==> config.mk <==
export PLATFORM = sky130hd
export DESIGN_NAME = i2cq_master
export DESIGN_NICKNAME = d
export VERILOG_FILES = /design/src/rtl/i2cq_pkg.sv /design/src/rtl/i2cq_fifo.sv /design/src/rtl/i2cq_seq.sv /design/src/rtl/i2cq_master.sv
export SDC_FILE = /design/constraint.sdc
export NUM_CORES = 1
export LEC_CHECK = 0
export ABC_AREA = 1
export BUFFER_PORTS_ARGS = -buffer_cell sky130_fd_sc_hd__buf_4
export CAP_MARGIN = 0
export CORE_MARGIN = 3
export CORE_UTILIZATION = 60
export CTS_CLUSTER_DIAMETER = 40
export DETAILED_ROUTE_END_ITERATION = 12
export HOLD_SLACK_MARGIN = 0.1
export PLACE_DENSITY = 0.83
export SLEW_MARGIN = 40
export SYNTH_ARGS = -nofsm -noshare
export SYNTH_HDL_FRONTEND = slang
export SYNTH_SLANG_ARGS = --single-unit
export TNS_END_PERCENT = 5
==> constraint.sdc <==
create_clock -name clk -period 3.34 [get_ports clk]
set_input_delay 0.334 -clock clk [delete_from_list [all_inputs] [get_ports clk]]
set_output_delay 0.334 -clock clk [all_outputs]
set_load 0.02 [all_outputs]
==> src/rtl/i2cq_pkg.sv <==
package i2cq_pkg;
  localparam int CMD_W     = 10;
  localparam int BYTE_W    = 8;
  localparam int START_POS = 8;
  localparam int STOP_POS  = 9;

  typedef enum logic [3:0] {
    S_IDLE, S_ST_HOLD, S_ST_LO, S_BIT_LO, S_BIT_HI, S_RWAIT, S_ACK_LO,
    S_ACK_HI, S_FETCH, S_RS_LO, S_RS_HI, S_SP_LO, S_SP_HI, S_SP_END
  } seq_state_e;
endpackage

==> src/rtl/i2cq_fifo.sv <==
module i2cq_fifo #(
  parameter int W     = 8,
  parameter int DEPTH = 8,
  localparam int AW   = (DEPTH > 1) ? $clog2(DEPTH) : 1,
  localparam int LW   = $clog2(DEPTH + 1)
) (
  input  logic          clk,
  input  logic          rst,
  input  logic          wr,
  input  logic [W-1:0]  wdata,
  input  logic          rd,
  output logic [W-1:0]  rdata,
  output logic          full,
  output logic          empty,
  output logic [LW-1:0] level
);
  logic [W-1:0]  mem [DEPTH];
  logic [AW-1:0] wp, rp;
  logic [LW-1:0] cnt;
  logic          do_wr, do_rd;

  assign full  = (cnt == LW'(DEPTH));
  assign empty = (cnt == '0);
  assign level = cnt;
  assign do_wr = wr && !full;
  assign do_rd = rd && !empty;
  assign rdata = mem[rp];

  // storage without reset so it maps onto RAM
  always_ff @(posedge clk) begin
    if (do_wr) mem[wp] <= wdata;
  end

  always_ff @(posedge clk) begin
    if (rst) begin
      wp  <= '0;
      rp  <= '0;
      cnt <= '0;
    end else begin
      if (do_wr) wp <= (wp == AW'(DEPTH - 1)) ? '0 : wp + 1'b1;
      if (do_rd) rp <= (rp == AW'(DEPTH - 1)) ? '0 : rp + 1'b1;
      if (do_wr && !do_rd)      cnt <= cnt + 1'b1;
      else if (do_rd && !do_wr) cnt <= cnt - 1'b1;
    end
  end

  assert_level_cap_R12: assert property (@(posedge clk) disable iff (rst)
    cnt <= LW'(DEPTH));
  assert_push_full_ignored_R12: assert property (@(posedge clk) disable iff (rst)
    (wr && !rd && full) |=> (cnt == $past(cnt)));
  assert_pop_empty_ignored_R12: assert property (@(posedge clk) disable iff (rst)
    (rd && !wr && empty) |=> (cnt == '0));
endmodule

==> src/rtl/i2cq_seq.sv <==
module i2cq_seq
  import i2cq_pkg::*;
#(
  parameter int DIVW = 16
) (
  input  logic              clk,
  input  logic              rst,
  input  logic [DIVW-1:0]   div,
  input  logic [CMD_W-1:0]  cmd_word,
  input  logic              cmd_empty,
  output logic              cmd_pop,
  input  logic              rx_full,
  output logic              rx_push,
  output logic [BYTE_W-1:0] rx_byte,
  input  logic              scl_in,
  input  logic              sda_in,
  output logic              scl_oe,
  output logic              sda_oe,
  input  logic              err_clr,
  output logic              nack_err,
  output logic              busy
);
  seq_state_e        st;
  logic [DIVW-1:0]   cnt;
  logic [BYTE_W-1:0] sh;
  logic [2:0]        bitn;
  logic              rd_mode, is_addr, stop_req;
  logic              adv, rd_data, hi_done;

  assign adv     = (cnt >= div);
  assign rd_data = rd_mode && !is_addr;
  assign hi_done = scl_in && adv;
  assign busy    = (st != S_IDLE);
  assign cmd_pop = ((st == S_IDLE) || (st == S_FETCH)) && !cmd_empty;
  assign rx_push = (st == S_BIT_HI) && hi_done && (bitn == 3'd7) && rd_data;
  assign rx_byte = {sh[BYTE_W-2:0], sda_in};

  always_ff @(posedge clk) begin
    if (rst) begin
      st       <= S_IDLE;
      cnt      <= '0;
      sh       <= '0;
      bitn     <= '0;
      rd_mode  <= 1'b0;
      is_addr  <= 1'b0;
      stop_req <= 1'b0;
      scl_oe   <= 1'b0;
      sda_oe   <= 1'b0;
      nack_err <= 1'b0;
    end else begin
      if (err_clr) nack_err <= 1'b0;
      if (!adv) cnt <= cnt + 1'b1;
      case (st)
        S_IDLE: begin
          scl_oe <= 1'b0;
          sda_oe <= 1'b0;
          if (!cmd_empty && cmd_word[START_POS]) begin
            stop_req <= cmd_word[STOP_POS];
            sh       <= cmd_word[BYTE_W-1:0];
            sda_oe   <= 1'b1;
            cnt      <= '0;
            st       <= S_ST_HOLD;
          end
        end
        S_ST_HOLD: if (adv) begin
          scl_oe <= 1'b1;
          cnt    <= '0;
          st     <= S_ST_LO;
        end
        S_ST_LO: if (adv) begin
          rd_mode <= sh[0];
          is_addr <= 1'b1;
          bitn    <= '0;
          sda_oe  <= ~sh[BYTE_W-1];
          cnt     <= '0;
          st      <= S_BIT_LO;
        end
        S_BIT_LO: if (adv) begin
          scl_oe <= 1'b0;
          cnt    <= '0;
          st     <= S_BIT_HI;
        end
        S_BIT_HI: begin
          if (!scl_in) cnt <= '0;
          else if (adv) begin
            sh     <= {sh[BYTE_W-2:0], sda_in};
            scl_oe <= 1'b1;
            cnt    <= '0;
            bitn   <= bitn + 1'b1;
            if (bitn == 3'd7) begin
              sda_oe <= 1'b0;
              st     <= rd_data ? S_RWAIT : S_ACK_LO;
            end else begin
              sda_oe <= rd_data ? 1'b0 : ~sh[BYTE_W-2];
              st     <= S_BIT_LO;
            end
          end
        end
        S_RWAIT: if (!rx_full && (stop_req || !cmd_empty)) begin
          sda_oe <= ~stop_req;
          cnt    <= '0;
          st     <= S_ACK_LO;
        end
        S_ACK_LO: if (adv) begin
          scl_oe <= 1'b0;
          cnt    <= '0;
          st     <= S_ACK_HI;
        end
        S_ACK_HI: begin
          if (!scl_in) cnt <= '0;
          else if (adv) begin
            scl_oe <= 1'b1;
            cnt    <= '0;
            if (!rd_data && sda_in) begin
              nack_err <= 1'b1;
              sda_oe   <= 1'b1;
              st       <= S_SP_LO;
            end else if (stop_req) begin
              sda_oe <= 1'b1;
              st     <= S_SP_LO;
            end else begin
              sda_oe <= 1'b0;
              st     <= S_FETCH;
            end
          end
        end
        S_FETCH: if (!cmd_empty) begin
          stop_req <= cmd_word[STOP_POS];
          sh       <= cmd_word[BYTE_W-1:0];
          cnt      <= '0;
          if (cmd_word[START_POS]) begin
            sda_oe <= 1'b0;
            st     <= S_RS_LO;
          end else begin
            is_addr <= 1'b0;
            bitn    <= '0;
            sda_oe  <= rd_mode ? 1'b0 : ~cmd_word[BYTE_W-1];
            st      <= S_BIT_LO;
          end
        end
        S_RS_LO: if (adv) begin
          scl_oe <= 1'b0;
          cnt    <= '0;
          st     <= S_RS_HI;
        end
        S_RS_HI: begin
          if (!scl_in) cnt <= '0;
          else if (adv) begin
            sda_oe <= 1'b1;
            cnt    <= '0;
            st     <= S_ST_HOLD;
          end
        end
        S_SP_LO: if (adv) begin
          scl_oe <= 1'b0;
          cnt    <= '0;
          st     <= S_SP_HI;
        end
        S_SP_HI: begin
          if (!scl_in) cnt <= '0;
          else if (adv) begin
            sda_oe <= 1'b0;
            cnt    <= '0;
            st     <= S_SP_END;
          end
        end
        S_SP_END: if (adv) st <= S_IDLE;
        default: st <= S_IDLE;
      endcase
    end
  end

  // data line quiet while the clock is high inside a bit or ack slot
  assert_sda_quiet_high_R2: assert property (@(posedge clk) disable iff (rst)
    ((st == S_BIT_HI || st == S_ACK_HI) && $past(st) == st && !scl_oe && !$past(scl_oe))
      |-> $stable(sda_oe));
  assert_no_push_when_full_R8: assert property (@(posedge clk) disable iff (rst)
    rx_push |-> !rx_full);
  assert_hold_on_rx_full_R8: assert property (@(posedge clk) disable iff (rst)
    (st == S_RWAIT && rx_full) |=> (st == S_RWAIT && scl_oe));
  assert_hold_on_cmd_empty_R9: assert property (@(posedge clk) disable iff (rst)
    (st == S_FETCH && cmd_empty) |=> (st == S_FETCH && scl_oe));
  assert_err_sticky_R11: assert property (@(posedge clk) disable iff (rst)
    (nack_err && !err_clr) |=> nack_err);
endmodule

==> src/rtl/i2cq_master.sv <==
module i2cq_master
  import i2cq_pkg::*;
#(
  parameter int DEPTH = 8,
  parameter int DIVW  = 16,
  localparam int LW   = $clog2(DEPTH + 1)
) (
  input  logic              clk,
  input  logic              rst,
  input  logic [DIVW-1:0]   clk_div,
  input  logic [CMD_W-1:0]  cmd_data,
  input  logic              cmd_push,
  output logic              cmd_full,
  output logic              cmd_empty,
  output logic [LW-1:0]     cmd_level,
  output logic [BYTE_W-1:0] rx_data,
  input  logic              rx_pop,
  output logic              rx_full,
  output logic              rx_empty,
  output logic [LW-1:0]     rx_level,
  output logic              rx_full_irq,
  output logic              nack_err,
  input  logic              nack_clr,
  output logic              busy,
  output logic              scl_oe,
  input  logic              scl_in,
  output logic              sda_oe,
  input  logic              sda_in
);
  logic [CMD_W-1:0]  head;
  logic              pop_cmd, push_rx;
  logic [BYTE_W-1:0] rx_wbyte;

  i2cq_fifo #(.W(CMD_W), .DEPTH(DEPTH)) u_cmdq (
    .clk(clk), .rst(rst), .wr(cmd_push), .wdata(cmd_data), .rd(pop_cmd),
    .rdata(head), .full(cmd_full), .empty(cmd_empty), .level(cmd_level)
  );

  i2cq_fifo #(.W(BYTE_W), .DEPTH(DEPTH)) u_rxq (
    .clk(clk), .rst(rst), .wr(push_rx), .wdata(rx_wbyte), .rd(rx_pop),
    .rdata(rx_data), .full(rx_full), .empty(rx_empty), .level(rx_level)
  );

  i2cq_seq #(.DIVW(DIVW)) u_seq (
    .clk(clk), .rst(rst), .div(clk_div),
    .cmd_word(head), .cmd_empty(cmd_empty), .cmd_pop(pop_cmd),
    .rx_full(rx_full), .rx_push(push_rx), .rx_byte(rx_wbyte),
    .scl_in(scl_in), .sda_in(sda_in), .scl_oe(scl_oe), .sda_oe(sda_oe),
    .err_clr(nack_clr), .nack_err(nack_err), .busy(busy)
  );

  assign rx_full_irq = rx_full;
endmodule

Yosys cells after proc, flatten, opt, wreduce, memory -nomap -nowiden
Memories as Yosys holds them, arrays and structs flattened. A register that Yosys moved wholly into a read port is not among the register bits.
Index checks and enable logic that the tools add are counted.
{"block": "totals", "reg_bits": 57, "ram_bits": 144, "in_bits": 33, "output_inout_bits": 25, "wordCells": 218, "n_memories": 2}
{"memory": "u_cmdq.mem", "words": 8, "word_bits": 10, "rd": 1, "rd_ports_with_merged_regs": 1, "write_ports": 1, "line": "i2cq_fifo.sv:17", "rtl": "logic [W-1:0] mem [DEPTH];"}
{"memory": "u_rxq.mem", "words": 8, "word_bits": 8, "rd": 1, "rd_ports_with_merged_regs": 1, "write_ports": 1, "line": "i2cq_fifo.sv:17"}
{"block": "op_classes", "add_sub_neg": 10, "magnitude_cmp": 1, "n_eq_ne": 41, "muxes": 91, "bitwise_logic": 4, "n_reduce_logical": 53}
{"operator": "4-bit two-way mux", "n": 25}
{"operator": "16-bit two-way mux", "n": 6}
{"operator": "16-bit case mux with 5 select lines", "n": 1}
{"operator": "4-bit case mux with 14 select lines", "n": 1}
{"operator": "3-bit two-way mux", "n": 13}
{"operator": "1-bit two-way mux", "n": 33}
{"operator": "4-bit == test (second input constant)", "n": 8}
{"operator": "8-bit two-way mux", "n": 4}
{"operator": "2-bit by 1-bit inequality test with 1-bit output (second input constant)", "n": 14}
{"operator": "8-bit case mux with 3 select lines", "n": 1}
{"operator": "18-bit AND reduction", "n": 1}
{"operator": "1-bit logical AND", "n": 17}
{"operator": "16-bit by 1-bit adder with 16-bit output (second input constant)", "n": 1}
{"operator": "4-bit by 3-bit == test with 1-bit output (second input constant)", "n": 4}
{"operator": "16-bit >= comparator", "n": 1}
{"operator": "3-bit by 1-bit adder with 3-bit output (second input constant)", "n": 5}
{"operator": "3-bit == test (second input constant)", "n": 5}
{"operator": "2-bit inequality test (second input constant)", "n": 7}
{"operator": "4-bit zero test", "n": 3}
{"operator": "12-bit AND reduction", "n": 1}
{"operator": "1-bit zero test", "n": 10}
{"operator": "3-bit case mux with 3 select lines", "n": 1}
{"operator": "4-bit by 1-bit adder with 4-bit output (second input constant)", "n": 2}
{"operator": "4-bit by 2-bit == test with 1-bit output (second input constant)", "n": 2}
{"operator": "other kinds (20)", "n": 34}

Depth between registers and ports, before layout
Gate-level depths: netlist of the first run.
{"block": "depth", "word_depth": 10, "mapped_depth": 24, "depth_no_buf": 24}

Hierarchy
From an unflattened synthesis of the first run, not the netlist that was laid out.
{"block": "hier_totals", "hier_cells": 1135, "hier_area_um2": 10100.9}
{"mod": "i2cq_fifo (u_cmdq)", "instances": 1, "cells_each": 364, "area_each_um2": 3923.8, "seq_area_each_um2": 2662.6}
{"mod": "i2cq_fifo (u_rxq)", "instances": 1, "cells_each": 312, "area_each_um2": 3289.4, "seq_area_each_um2": 2182.1}
{"mod": "i2cq_seq", "instances": 1, "cells_each": 458, "area_each_um2": 2880.3, "seq_area_each_um2": 740.7}
{"mod": "i2cq_master", "instances": 1, "cells_each": 1, "area_each_um2": 7.5, "seq_area_each_um2": 0.0}

Least setup slack after synthesis of the first run
OpenSTA, ideal clock, no wires.
{"block": "synth_timing", "path_kind": "register to register", "from": "register u_rxq.cnt[0] (netlist: u_rxq.level[0])", "to": "register u_rxq.cnt[3] (netlist: u_rxq.level[3])", "setup_time_ns": 0.122, "arrival_ns": 2.691, "required_time_ns": 3.218, "setup_slack_ns": 0.528, "stages_incl_launch_ff": 16, "n_path_buf": 0, "period_less_slack_ns": 2.812, "path_cell_list": "dfxtp_1 > or2_2 > nor3_1 > nor2_1 > inv_1 > ha_1 > inv_1 > ha_1 > nand2_1 > nand2_1 > a21oi_1 > nor2_1 > nor2_1 > nand2_1 > o21ai_0 > a21oi_1"}
{"block": "synth_via", "elab_chain_len": 6, "elab_cells_between_ends": 15, "classes_between": "add/sub (2); eq/ne (1); mux (2); reduce/logical (10)"}
{"item": "start, declared", "line": "i2cq_fifo.sv:19", "rtl": "logic [LW-1:0] cnt;"}
{"item": "start signal, assigned", "line": "i2cq_fifo.sv:42", "rtl": "if (do_wr && !do_rd) cnt <= cnt + 1'b1;"}
{"item": "start signal, assigned", "line": "i2cq_fifo.sv:43", "rtl": "else if (do_rd && !do_wr) cnt <= cnt - 1'b1;"}
{"item": "4-bit zero test (*)", "line": "i2cq_fifo.sv:23", "rtl": "assign empty = (cnt == '0);"}
{"item": "via rx_empty", "line": "i2cq_master.sv:19", "rtl": "output logic rx_empty,"}
{"item": "1-bit zero test (*)", "line": "i2cq_fifo.sv:26", "rtl": "assign do_rd = rd && !empty;"}
{"item": "1-bit logical AND (*)", "line": "i2cq_fifo.sv:26"}
{"item": "1-bit zero test", "line": "i2cq_fifo.sv:42"}
{"item": "1-bit logical AND", "line": "i2cq_fifo.sv:42"}
{"item": "4-bit two-way mux or 2-bit nonzero test (tied branches)"}
The timed path passes the listed nets; every way through them passes the cells marked *. The select of a mux whose other input is x is not followed.
A chain may end at the register's enable or synchronous reset.

Final worst setup path of the first run
{"block": "layout_timing", "from": "register u_cmdq.cnt[1] (netlist: u_cmdq.level[1])", "to": "register u_cmdq.cnt[3] (netlist: u_cmdq.level[3])"}
{"block": "layout_via", "elab_chain_len": 7, "elab_cells_between_ends": 16, "classes_between": "add/sub (2); eq/ne (1); mux (2); reduce/logical (11)"}
{"item": "start, declared", "line": "i2cq_fifo.sv:19"}
{"item": "start signal, assigned", "line": "i2cq_fifo.sv:42"}
{"item": "start signal, assigned", "line": "i2cq_fifo.sv:43"}
{"item": "branches (longest 7 deep; another with 4-bit by 1-bit subtractor with 4-bit output)"}
Several ways; the timed one is not identified. The select of a mux whose other input is x is not followed.

==> results of run 1 <==
## worst max-delay path: stages, from the launching register on
cell	delay, ns
dfxtp_1	0.42
inv_1	0.10
nand4_1	0.26
inv_1	0.09
nor2_1	0.31
inv_1	0.14
ha_1	0.25
inv_1	0.11
ha_1	0.27
nand2_1	0.08
nor2_1	0.04
a211oi_1	0.24
nor2_1	0.07
nor2_1	0.08
nand2_1	0.06
o21ai_0	0.14
a21oi_1	0.05
## flip-flops by register name, indices dropped and copies added (netlist names), 4 cells and up, named ones only
register      flops
u_seq.cnt        16
u_rxq.level       4
u_seq.sh          8
u_cmdq.level      4
u_cmdq.mem       80
u_rxq.mem        64
u_seq.st          4
## logic make-up after synthesis
family                   count (synthesis)
flip-flops                             207
XOR/XNOR                                 7
buffers and inverters                  144
adder cells (fa/ha/maj)                 36
AO/OA/AOI/OAI                          200
AND/OR/NAND/NOR                        446
## metrics by stage
step                setup slack (ns)  instance area (um2)  utilization
detailed placement             0.568                10600        0.662
finish                         0.473                11700        0.732
global placement               0.653                10600        0.662
CTS                            0.504                11700        0.732
floorplan                      0.528                 9820            -
global route                  0.0960                11700        0.732
## power by group through the flow
stage / combinational (mW) / clock [mW] / sequential [mW]
2_1_floorplan: 2.45 / 0 / 3.32
3_3_place_gp: 3.26 / 0 / 3.33
3_5_place_dp: 3.35 / 0 / 3.34
4_1_cts: 3.44 / 3.12 / 3.29
5_1_grt: 3.87 / 3.22 / 3.33
6_report: 3.45 / 3.08 / 3.30
## cell type report
| cell class | instances | area [um2] | area share |
|---|---|---|---|
| Multi-Input combinational cell | 689 | 3650 | 0.313 |
| Inverter | 111 | 422 | 0.0362 |
| Timing Repair Buffer | 96 | 751 | 0.0644 |
| Clock inverter | 19 | 233 | 0.0200 |
| Tap cell | 216 | 270 | 0.0232 |
| Clock buffer | 33 | 751 | 0.0644 |
| Sequential cell | 207 | 5590 | 0.479 |
## how the worst min path moves through the flow
stage | slack [ns] | endpoint | from | cells after the start
4_1_cts | 0.13 | u_seq.bitn[1]$_SDFFE_PP0P_ | rst | 2
6_report | 0.14 | u_seq.nack_err$_SDFF_PP0_ | rst | 2
3_5_place_dp | 0.46 | u_seq.bitn[2]$_SDFFE_PP0P_ | u_seq.bitn[2]$_SDFFE_PP0P_ | 2
3_3_place_gp | 0.46 | u_seq.nack_err$_SDFF_PP0_ | u_seq.nack_err$_SDFF_PP0_ | 2
2_1_floorplan | 0.41 | u_seq.stop_req$_SDFFE_PP0P_ | rst | 1
5_1_grt | 0.15 | u_seq.nack_err$_SDFF_PP0_ | rst | 2
## metal layers
metal,part of all wire,global-route usage,up-vias
met4,0.027,0.0994,0
met1,0.41,0.309,3627
met3,0.060,0.0330,57
met5,0,0,-
met2,0.51,0.436,293
li1,-,-,3742
## layout by cell type, fill, tap and decap left out, types with 5 or more instances in the layout
cell type and count:
inv_2 8, dfxtp_1 63, nand2_4 6, dlygate4sd3_1 12, buf_4 84, nand3_1 31, edfxtp_1 144, nand2_1 142
o22ai_1 22, ha_1 34, nor2_1 190, nand3_2 6, o21ai_1 7, nor3_1 23, xor2_1 7, inv_6 5
nand2_2 7, o21ai_0 112, a31oi_1 10, nor2_4 5, inv_1 101, clkbuf_16 29, a21oi_1 30, nand4_1 13
nor2_2 14
==> results.md, run 1 <==
- Status: completed
- Maximum buffer depth of the clock tree: 3
- DRC: 0
- Compound-Gate Fraction of Synth Area: 0.113
- P_int: 6.17 mW
- Critical path type: flip-flop to flip-flop
- Synth Area in Adders: 0.0474
- Synthesis-stage register bit count: 207
- CP startpoint: u_cmdq.level[1]$_SDFFE_PP0P_
- Largest family of logic cells by synthesized area: simple AND/OR/NAND/NOR gates
- Top cells by area, synth: edfxtp_1 (44%), dfxtp_1 (13%), nor2_1 (7.3%), o21ai_0 (5.7%), nand2_1 (5.4%)
- Antenna-violating nets left: 0
- Die area: approximately 0.018 mm2
- Site Rows: 46
- # fillers: roughly 1,100
- Tmin final: 2.87 ns
- Gate power share: 0.351
- Hold-fix buffers, CTS: 12
- Relative slew slack: 0.527
- VDD IR-drop max: 0.809 mV
- Fmax: 349 MHz
- Iter 0 DRT Violations: 605
- Total length of routed wires: between 20 and 25 mm
- Crit path DAT: 3.27 ns
- Port Buffers: 57
- Top-area cell type share of the netlist area: 0.440
- Nets: 1,202
- Synth Instances: 1,040
- Reg-to-Reg Start: u_cmdq.level[1]$_SDFFE_PP0P_
- Total negative slack: 0 ns
- Area delta synth->final: 18.7%
- Final cell count without fillers: ~1,400
- Worst Clk Skew: 0.0153 ns
- P per Cell Area: 843 mW/mm2
- Initial Util: 0.616
- Global-route usage over all layers: 0.247
- PostCTS Resize Cnt: 0
- Synth top cells by count: nor2_1 (190), edfxtp_1 (144), nand2_1 (142)
- Final GP Congestion: 0.952
- Max-cap viol count: 0
- Post-synthesis sequential area ratio: 0.569
- Total CTS buffers: 28
- Vias in the first global route: 7,591
- CTS root buffer: clkbuf_16
- Post-Syn Area: 0.00982 mm2
- H-tree depth: 1
- Largest net degree at the start of global routing: 42
- Worst Hold Class: input port to flip-flop
- Global-route wire length before repair: 36.1 mm
- Synthesized area per cell: 9.45 um2
- Antenna Cells: 0
- PnR Total Power: 9.83 mW
- Final Hold Fails: 0
- WHS: between 0.1 and 0.15 ns
- Post-synth ARST share: 0
- CTS Sinks: ~210
- Flop-to-flop setup slack: around 0.47 ns
- Die extent in y: ~130 um
- Floorplan core area: 0.0159 mm2
- Reg2reg end: u_cmdq.level[3]$_SDFFE_PP0P_
- Post-DP HPWL: 13.8 mm
- Final setup violation count: 0
- Drt pass-1 iters: 5
- Yosys cell types: 44
- Mux contribution to synthesized area: 0
- Yosys top cell by area: edfxtp_1
- Synthesized net count: 1,109
- Reg clk slew, reported paths: 0.06 ns
- Worst setup endpoint: u_cmdq.level[3]$_SDFFE_PP0P_
- Post-synth EDFFs: 144
- Vias/cell: 5.63
- Crit. End Element: flip-flop
- Worst Reg2Reg Path Length in Cells: 16
- Simple-gate share of the synthesized area: 0.205
- Largest fanout on the critical path: 6
- Slew Limit Fails: 0
- WL/cell: 16.2 um
- Ys Warns: 0
- Switching power: 3.66 mW
- Part of the power in registers: 0.335
- Worst skew pair latency: 0.53 ns
- Main synth FF type: edfxtp_1
- Most frequent cell after synthesis: nor2_1
- Crit share post-route: 0.858
- Vias: ~7,700
- RSZ-0062 raised after global routing: false
- XOR/XNOR share of the synthesized area: 0.00624
- Clock power share: 0.313
- TritonCTS clock tree: yes
- Actual slew at the worst max-slew pin: 0.709 ns
- Global route overflow: 0
- Initial antenna violation count: 0
- Leak Pwr: 4.76 nW
- Post-CTS Setup Bufs: 0
- Switching Share: 0.372
- Die width: 134 um
- Worst Path Required: between 3 and 4 ns
- Dpl cells: 1,307
- Worst setup SP type: flip-flop
- I/O Pins: slightly below 60
- Fraction of layout cells with a size suffix above 1: 0.164
(Power assumes the default switching activity.)
==> run 2, diff against run 1 <==
--- a/config.mk
+++ b/config.mk
@@ -12,8 +12,9 @@
 export CORE_UTILIZATION = 60
 export CTS_CLUSTER_DIAMETER = 40
 export DETAILED_ROUTE_END_ITERATION = 12
+export GPL_TIMING_DRIVEN = 0
 export HOLD_SLACK_MARGIN = 0.1
-export PLACE_DENSITY = 0.83
+export PLACE_DENSITY_LB_ADDON = 0.25
 export SLEW_MARGIN = 40
 export SYNTH_ARGS = -nofsm -noshare
 export SYNTH_HDL_FRONTEND = slang
==> run 2 against run 1 <==
  * Wire length decreased by 0.48%
  * Hold slack improved by 0.027 ns
  * Largest cell class unchanged
  * Cell count is 0.66% higher
  * Register-to-register slack got worse by 0.20 ns
  * Combinational power about the same
  * Clock power is 2% higher
  * Total power grew 0.93%
  * Via count up 0.57%
  * Critical path type unchanged
  * Count of clock-buffer cells in the layout fell by 3
  * Global-route usage is 0.13 points lower
==> results.md, run 2 (synthesis results as in run 1) <==
- Status: completed
- Global-route usage over all layers: 0.246
- VDD IR-drop max: around 0.7 mV
- Biggest register: u_cmdq.mem
- Final setup violation count: 0
- Max reg flops: 80
- Dpl cells: 1,313
- Actual slew at the worst max-slew pin: 0.830 ns
- Relative slew slack: 0.444
- Maximum buffer depth of the clock tree: 3
- Die width: 134 um
- Vias: ~7,800
- Die extent in y: approximately 130 um
- Met2 GRT Util: 0.426
- Slew Limit Fails: 0
- Commonest non-fill, non-tap cell in the layout: nor2_1
- Global-route wire length before repair: about 36 mm
- Nets: around 1,200
- CTS Sinks: 207
- Worst skew pair latency: 0.54 ns
- Worst Path Required: approximately 3.8 ns
- Commonest cells after routing, fill and taps aside: nor2_1 (182), edfxtp_1 (144), nand2_1 (141)
- Switching Share: 0.373
- CP top delay family: simple AND/OR/NAND/NOR gates
- Post-DP Area: ~0.011 mm2
- GRT busiest layer: met2
- Max-cap viol count: 0
- Global route overflow: 0
- Initial Util: 0.616
- CP startpoint: u_seq.cnt[15]$_SDFF_PP0_
- Port Buffers: 57
- P per Cell Area: 845 mW/mm2
- CTS root buffer: clkbuf_16
- Site Rows: 46
- Antenna Cells: 0
- Slowest stage delay, CP: 0.33 ns
- Fmax: 326 MHz
- Initial antenna violation count: 0
- M3 GR Usage: 0.0326
- Tmin final: 3.07 ns
- Critical path type: flip-flop to flip-flop
- Final GP Congestion: 0.945
- Total CTS buffers: 29
- DP Worst Slack: 0.142 ns
- RSZ-0062 raised after global routing: false
- Post-DP HPWL: 14.8 mm
- Part of the power in registers: 0.332
- Reg clk slew, reported paths: approximately 0.06 ns
- Leak Pwr: 4.74 nW
- Total negative slack: 0 ns
- Slowest stage cell, crit path: dfxtp_1
- Gate power share: 0.351
- P_int: 6.22 mW
- Final Hold Fails: 0
- Crit path DAT: 3.48 ns
- Total length of routed wires: 22.1 mm
- Die area: ~0.018 mm2
- Drt pass-1 iters: 5
- Switching power: 3.70 mW
- Floorplan core area: about 0.016 mm2
- I/O Pins: 58
- Fraction of layout cells with a size suffix above 1: 0.167
- Worst Reg2Reg Path Length in Cells: 18
- Worst-path cell chain: ha_1, a21oi_1, o21ai_0, nor2_4, nand2_1, nand2_1, inv_2, ha_1, inv_1, ha_1, nand2_1, nand2_1, a21oi_1, nor2_1, nor2_1, nand2_1, o21ai_0, a21oi_1
- Worst setup SP type: flip-flop
- H-tree depth: 1
- PnR Total Power: 9.92 mW
- WP buf/inv: 2
- DRC: 0
- Leading registers by flop count: u_cmdq.mem (80), u_rxq.mem (64), u_seq.cnt (16)
- GRT met1 Usage: 0.324
- Final Instance Area: 0.0117 mm2
- Worst setup endpoint: u_rxq.level[3]$_SDFFE_PP0P_
- Antenna-violating nets left: 0
- Worst setup margin: 0.272 ns
- Worst Clk Skew: ~0.0096 ns
- TritonCTS clock tree: yes
- Reg2reg end: u_rxq.level[3]$_SDFFE_PP0P_
- Vias in the first global route: between 7,000 and 8,000
- Most frequent CP cell: nand2_1
- Vias/cell: approximately 5.6
- WL/cell: ~16 um
- Largest fanout on the critical path: 8
- Post-CTS Setup Bufs: 0
- Clock power share: 0.317
- Reg-to-Reg Start: u_seq.cnt[15]$_SDFF_PP0_
- Crit share post-route: 0.918
- Final cell count without fillers: around 1,400
- Crit. End Element: flip-flop
- Iter 0 DRT Violations: 661
- Worst Hold Class: input port to flip-flop
- Flop-to-flop setup slack: 0.27 ns
- Largest net degree at the start of global routing: 15
- Crit path depth: 18
- Area delta synth->final: 19.5%
-- run 2: how the worst min path moves through the flow --
stage               cells after the start                       start                           to  slack (ns)
floorplan                               1                         rst  u_seq.stop_req$_SDFFE_PP0P_        0.41
global placement                        2  u_seq.bitn[2]$_SDFFE_PP0P_   u_seq.bitn[2]$_SDFFE_PP0P_        0.45
detailed placement                      2  u_seq.bitn[2]$_SDFFE_PP0P_   u_seq.bitn[2]$_SDFFE_PP0P_        0.46
CTS                                     3                      scl_in    u_seq.nack_err$_SDFF_PP0_        0.16
global route                            3                      scl_in    u_seq.nack_err$_SDFF_PP0_        0.17
finish                                  3                      scl_in    u_seq.nack_err$_SDFF_PP0_        0.17
-- run 2: layout make-up --
| class | instances | area [um2] |
|---|---|---|
| well taps | 216 | 270 |
| fillers | 1126 | 4200 |
| repair buffers | 70 | 558 |
| flip-flops and latches | 207 | 5590 |
| clock inverters | 24 | 268 |
| inverters | 111 | 422 |
| clock buffers | 30 | 739 |
| plain buffers | 33 | 166 |
| multi-input cells | 689 | 3730 |
-- run 2: worst register-to-register path: stages, from the launching register on --
cell and delay, ns:
dfxtp_1 0.33, ha_1 0.31, a21oi_1 0.15, o21ai_0 0.16
nor2_4 0.29, nand2_1 0.14, nand2_1 0.14, inv_2 0.05
ha_1 0.21, inv_1 0.12, ha_1 0.24, nand2_1 0.06
nand2_1 0.05, a21oi_1 0.20, nor2_1 0.07, nor2_1 0.10
nand2_1 0.08, o21ai_0 0.19, a21oi_1 0.06
-- run 2: metrics by stage --
| step | hold WS [ns] | utilization |
|---|---|---|
| global placement | 0.455 | 0.660 |
| floorplan | 0.412 | - |
| CTS | 0.157 | 0.735 |
| finish | 0.168 | 0.736 |
| detailed placement | 0.459 | 0.664 |
| global route | 0.174 | 0.736 |
-- run 2: power groups by stage --
stage | logic [mW] | clock network [mW] | registers (mW)
6_report | 3.48 | 3.14 | 3.30
4_1_cts | 3.48 | 3.16 | 3.29
3_5_place_dp | 3.43 | 0 | 3.34
2_1_floorplan | 2.45 | 0 | 3.32
3_3_place_gp | 3.35 | 0 | 3.33
5_1_grt | 3.90 | 3.27 | 3.33
-- run 2: repair_timing --
item | in CTS | in global routing
hold buffers | 13 | 0
hold endpoints to repair | 90 | 0
setup endpoints to repair | 0 | 1
gates resized for setup | 0 | 2
-- run 2: layer usage --
layer / up-vias / part of all wire
met5: - / 0
li1: 3775 / -
met4: 0 / 0.028
met1: 3666 / 0.42
met2: 265 / 0.49
met3: 57 / 0.057
==> run 3, diff against run 2 <==
--- a/config.mk
+++ b/config.mk
@@ -9,7 +9,7 @@
 export BUFFER_PORTS_ARGS = -buffer_cell sky130_fd_sc_hd__buf_4
 export CAP_MARGIN = 0
 export CORE_MARGIN = 3
-export CORE_UTILIZATION = 60
+export CORE_UTILIZATION = 51
 export CTS_CLUSTER_DIAMETER = 40
 export DETAILED_ROUTE_END_ITERATION = 12
 export GPL_TIMING_DRIVEN = 0
==> run 3 against run 2 <==
  * Hold slack lost 0.020 ns
  * Setup slack better by 0.029 ns
  * Register-to-register slack better by 0.03 ns
  * Total power fell by 0.47%
  * Maximum frequency is 0.95% higher
  * Largest cell class unchanged
  * Global-route usage down 4.0 points
  * Non-clock buffer count is the same
  * Final area increased by 0.52%
  * Die area is 17% higher
  * Cell count is 3.3% higher
==> results.md, run 3 (synthesis results as in run 1) <==
- Status: completed
- Slew Limit Fails: 0
- Final cell count without fillers: around 1,400
- Clock power share: 0.316
- P_int: 6.20 mW
- Nets: 1,211
- Leading registers by flop count: u_cmdq.mem (80), u_rxq.mem (64), u_seq.cnt (16)
- Commonest cells after routing, fill and taps aside: nor2_1 (182), edfxtp_1 (144), nand2_1 (141)
- P per Cell Area: roughly 840 mW/mm2
- WP buf/inv: 2
- Drt pass-1 iters: 5
- CP top delay family: simple AND/OR/NAND/NOR gates
- Final setup violation count: 0
- H-tree depth: 1
- Post-DP HPWL: 15.0 mm
- Die area: 0.0210 mm2
- Worst-path cell chain: ha_1, a21oi_1, o21ai_0, nor2_2, nand2_1, nand2_1, inv_2, ha_1, inv_1, ha_1, nand2_1, nand2_1, a21oi_1, nor2_1, nor2_1, nand2_1, o21ai_0, a21oi_1
- Area delta synth->final: 20.1%
- Port Buffers: 57
- Flop-to-flop setup slack: around 0.30 ns
- Commonest non-fill, non-tap cell in the layout: nor2_1
- Reg-to-Reg Start: u_seq.cnt[13]$_SDFF_PP0_
- Tmin final: 3.04 ns
- Initial antenna violation count: 0
- CP startpoint: u_seq.cnt[13]$_SDFF_PP0_
- Die width: 145 um
- Die extent in y: 145 um
- Floorplan core area: roughly 0.019 mm2
- TritonCTS clock tree: yes
- Vias/cell: 5.24
- DRC: 0
- Worst setup SP type: flip-flop
- Critical path type: flip-flop to flip-flop
- Biggest register: u_cmdq.mem
- Final Hold Fails: 0
- Part of the power in registers: 0.333
- DP Worst Slack: 0.218 ns
- Total CTS buffers: 30
- Worst setup endpoint: u_rxq.level[3]$_SDFFE_PP0P_
- Antenna-violating nets left: 0
- Crit. End Element: flip-flop
- Maximum buffer depth of the clock tree: 3
- Max reg flops: 80
- RSZ-0062 raised after global routing: false
- I/O Pins: 58
- Largest fanout on the critical path: 8
- Switching Share: 0.372
- Slowest stage cell, crit path: dfxtp_1
- # fillers: 1,509
- Site Rows: 50
- Crit path depth: 18
- Total length of routed wires: 21.5 mm
- Dpl cells: ~1,400
- Actual slew at the worst max-slew pin: 0.749 ns
- Antenna Cells: 0
- Global-route usage over all layers: 0.206
- Initial Util: 0.522
- Util after Layout: 0.627
- Most frequent CP cell: nand2_1
- Vias: 7,463
- Vias in the first global route: 7,023
- Largest net degree at the start of global routing: 16
- Crit share post-route: 0.910
- VDD IR-drop max: 0.544 mV
- Worst skew pair latency: between 0.5 and 0.6 ns
- WL/cell: 15.1 um
- Final GP Congestion: 0.921
- Fmax: 329 MHz
- CTS Sinks: 207
- Iter 0 DRT Violations: 418
- Worst Reg2Reg Path Length in Cells: 18
- Worst Hold Class: input port to flip-flop
- Worst setup margin: 0.301 ns
- Global-route wire length before repair: between 30 and 40 mm
- Global route overflow: 0
- Worst Path Required: 3.77 ns
- Gate power share: 0.351
- Reg2reg end: u_rxq.level[3]$_SDFFE_PP0P_
- Reg clk slew, reported paths: 0.05 ns
- CTS root buffer: clkbuf_16
- Max-cap viol count: 0
- Total negative slack: 0 ns
- Fraction of layout cells with a size suffix above 1: 0.167
- Crit path DAT: 3.46 ns
- Slowest stage delay, CP: 0.40 ns
- Leak Pwr: 4.72 nW
- Switching power: 3.67 mW
- Worst Clk Skew: around 0.022 ns
- Relative slew slack: 0.498
## run 3: cell types whose count changed in the layout (fill, tap and decap cells not counted), sizes merged
cell      previous run  this run
bufinv               4         3
clkbuf              49        53
clkinv              13         8
clkinvlp             0         4
inv                118       117
## run 3: worst reg2reg max path, delay by kind of cell (launching register included)
kind / cells / cell delay, ns
simple gates: 8 / 1.02
fa+ha+maj: 3 / 0.72
compound gates: 5 / 0.59
buf+inv: 2 / 0.18
flops: 1 / 0.40
## run 3: worst min path at each step
| stage | start | end | slack (ns) | cells after the start |
|---|---|---|---|---|
| 6_report | scl_in | u_seq.nack_err$_SDFF_PP0_ | 0.15 | 3 |
| 5_1_grt | scl_in | u_seq.nack_err$_SDFF_PP0_ | 0.13 | 3 |
| 4_1_cts | scl_in | u_seq.nack_err$_SDFF_PP0_ | 0.13 | 3 |
| 3_5_place_dp | u_seq.nack_err$_SDFF_PP0_ | u_seq.nack_err$_SDFF_PP0_ | 0.47 | 2 |
| 3_3_place_gp | u_seq.bitn[2]$_SDFFE_PP0P_ | u_seq.bitn[2]$_SDFFE_PP0P_ | 0.45 | 2 |
| 2_1_floorplan | rst | u_seq.stop_req$_SDFFE_PP0P_ | 0.41 | 1 |
## run 3: cell type report
type                            instances  area (um2)  area share
Clock buffer                           34         776      0.0657
Multi-Input combinational cell        689        3730       0.316
Tap cell                              260         325      0.0276
Sequential cell                       207        5590       0.473
Clock inverter                         21         243      0.0206
Timing Repair Buffer                   70         558      0.0473
Inverter                              111         422      0.0357
Buffer                                 33         166      0.0141
## run 3: per-stage QoR
stage | hold WS (ns) | power (mW) | area, um2
after global routing | 0.135 | 10.5 | 11800
after floorplan | 0.412 | 5.77 | 9820
after detailed placement | 0.467 | 6.79 | 10600
final | 0.148 | 9.88 | 11800
after global placement | 0.454 | 6.72 | 10600
after CTS | 0.130 | 9.93 | 11800
## run 3: power groups by stage
stage                     logic [mW]  registers [mW]  clock network (mW)
after floorplan                 2.45            3.32                   0
after global placement          3.39            3.34                   0
after detailed placement        3.44            3.35                   0
after CTS                       3.48            3.30                3.16
after global routing            3.91            3.33                3.27
final                           3.47            3.29                3.12
## run 3: what timing repair did
| action | CTS | global route |
|---|---|---|
| hold buffers | 13 | 0 |
| hold endpoints to repair | 90 | 0 |
| setup buffers | 0 | 0 |
| setup endpoints to repair | 0 | 1 |
| resized for setup | 0 | 1 |
## run 3: routing by layer
metal  part of all wire  vias up  global-route usage
met4              0.018        0              0.0545
met5                  0        -                   0
met1               0.45     3439               0.284
met2               0.48      219               0.343
met3              0.052       40              0.0312
li1                   -     3765                   -
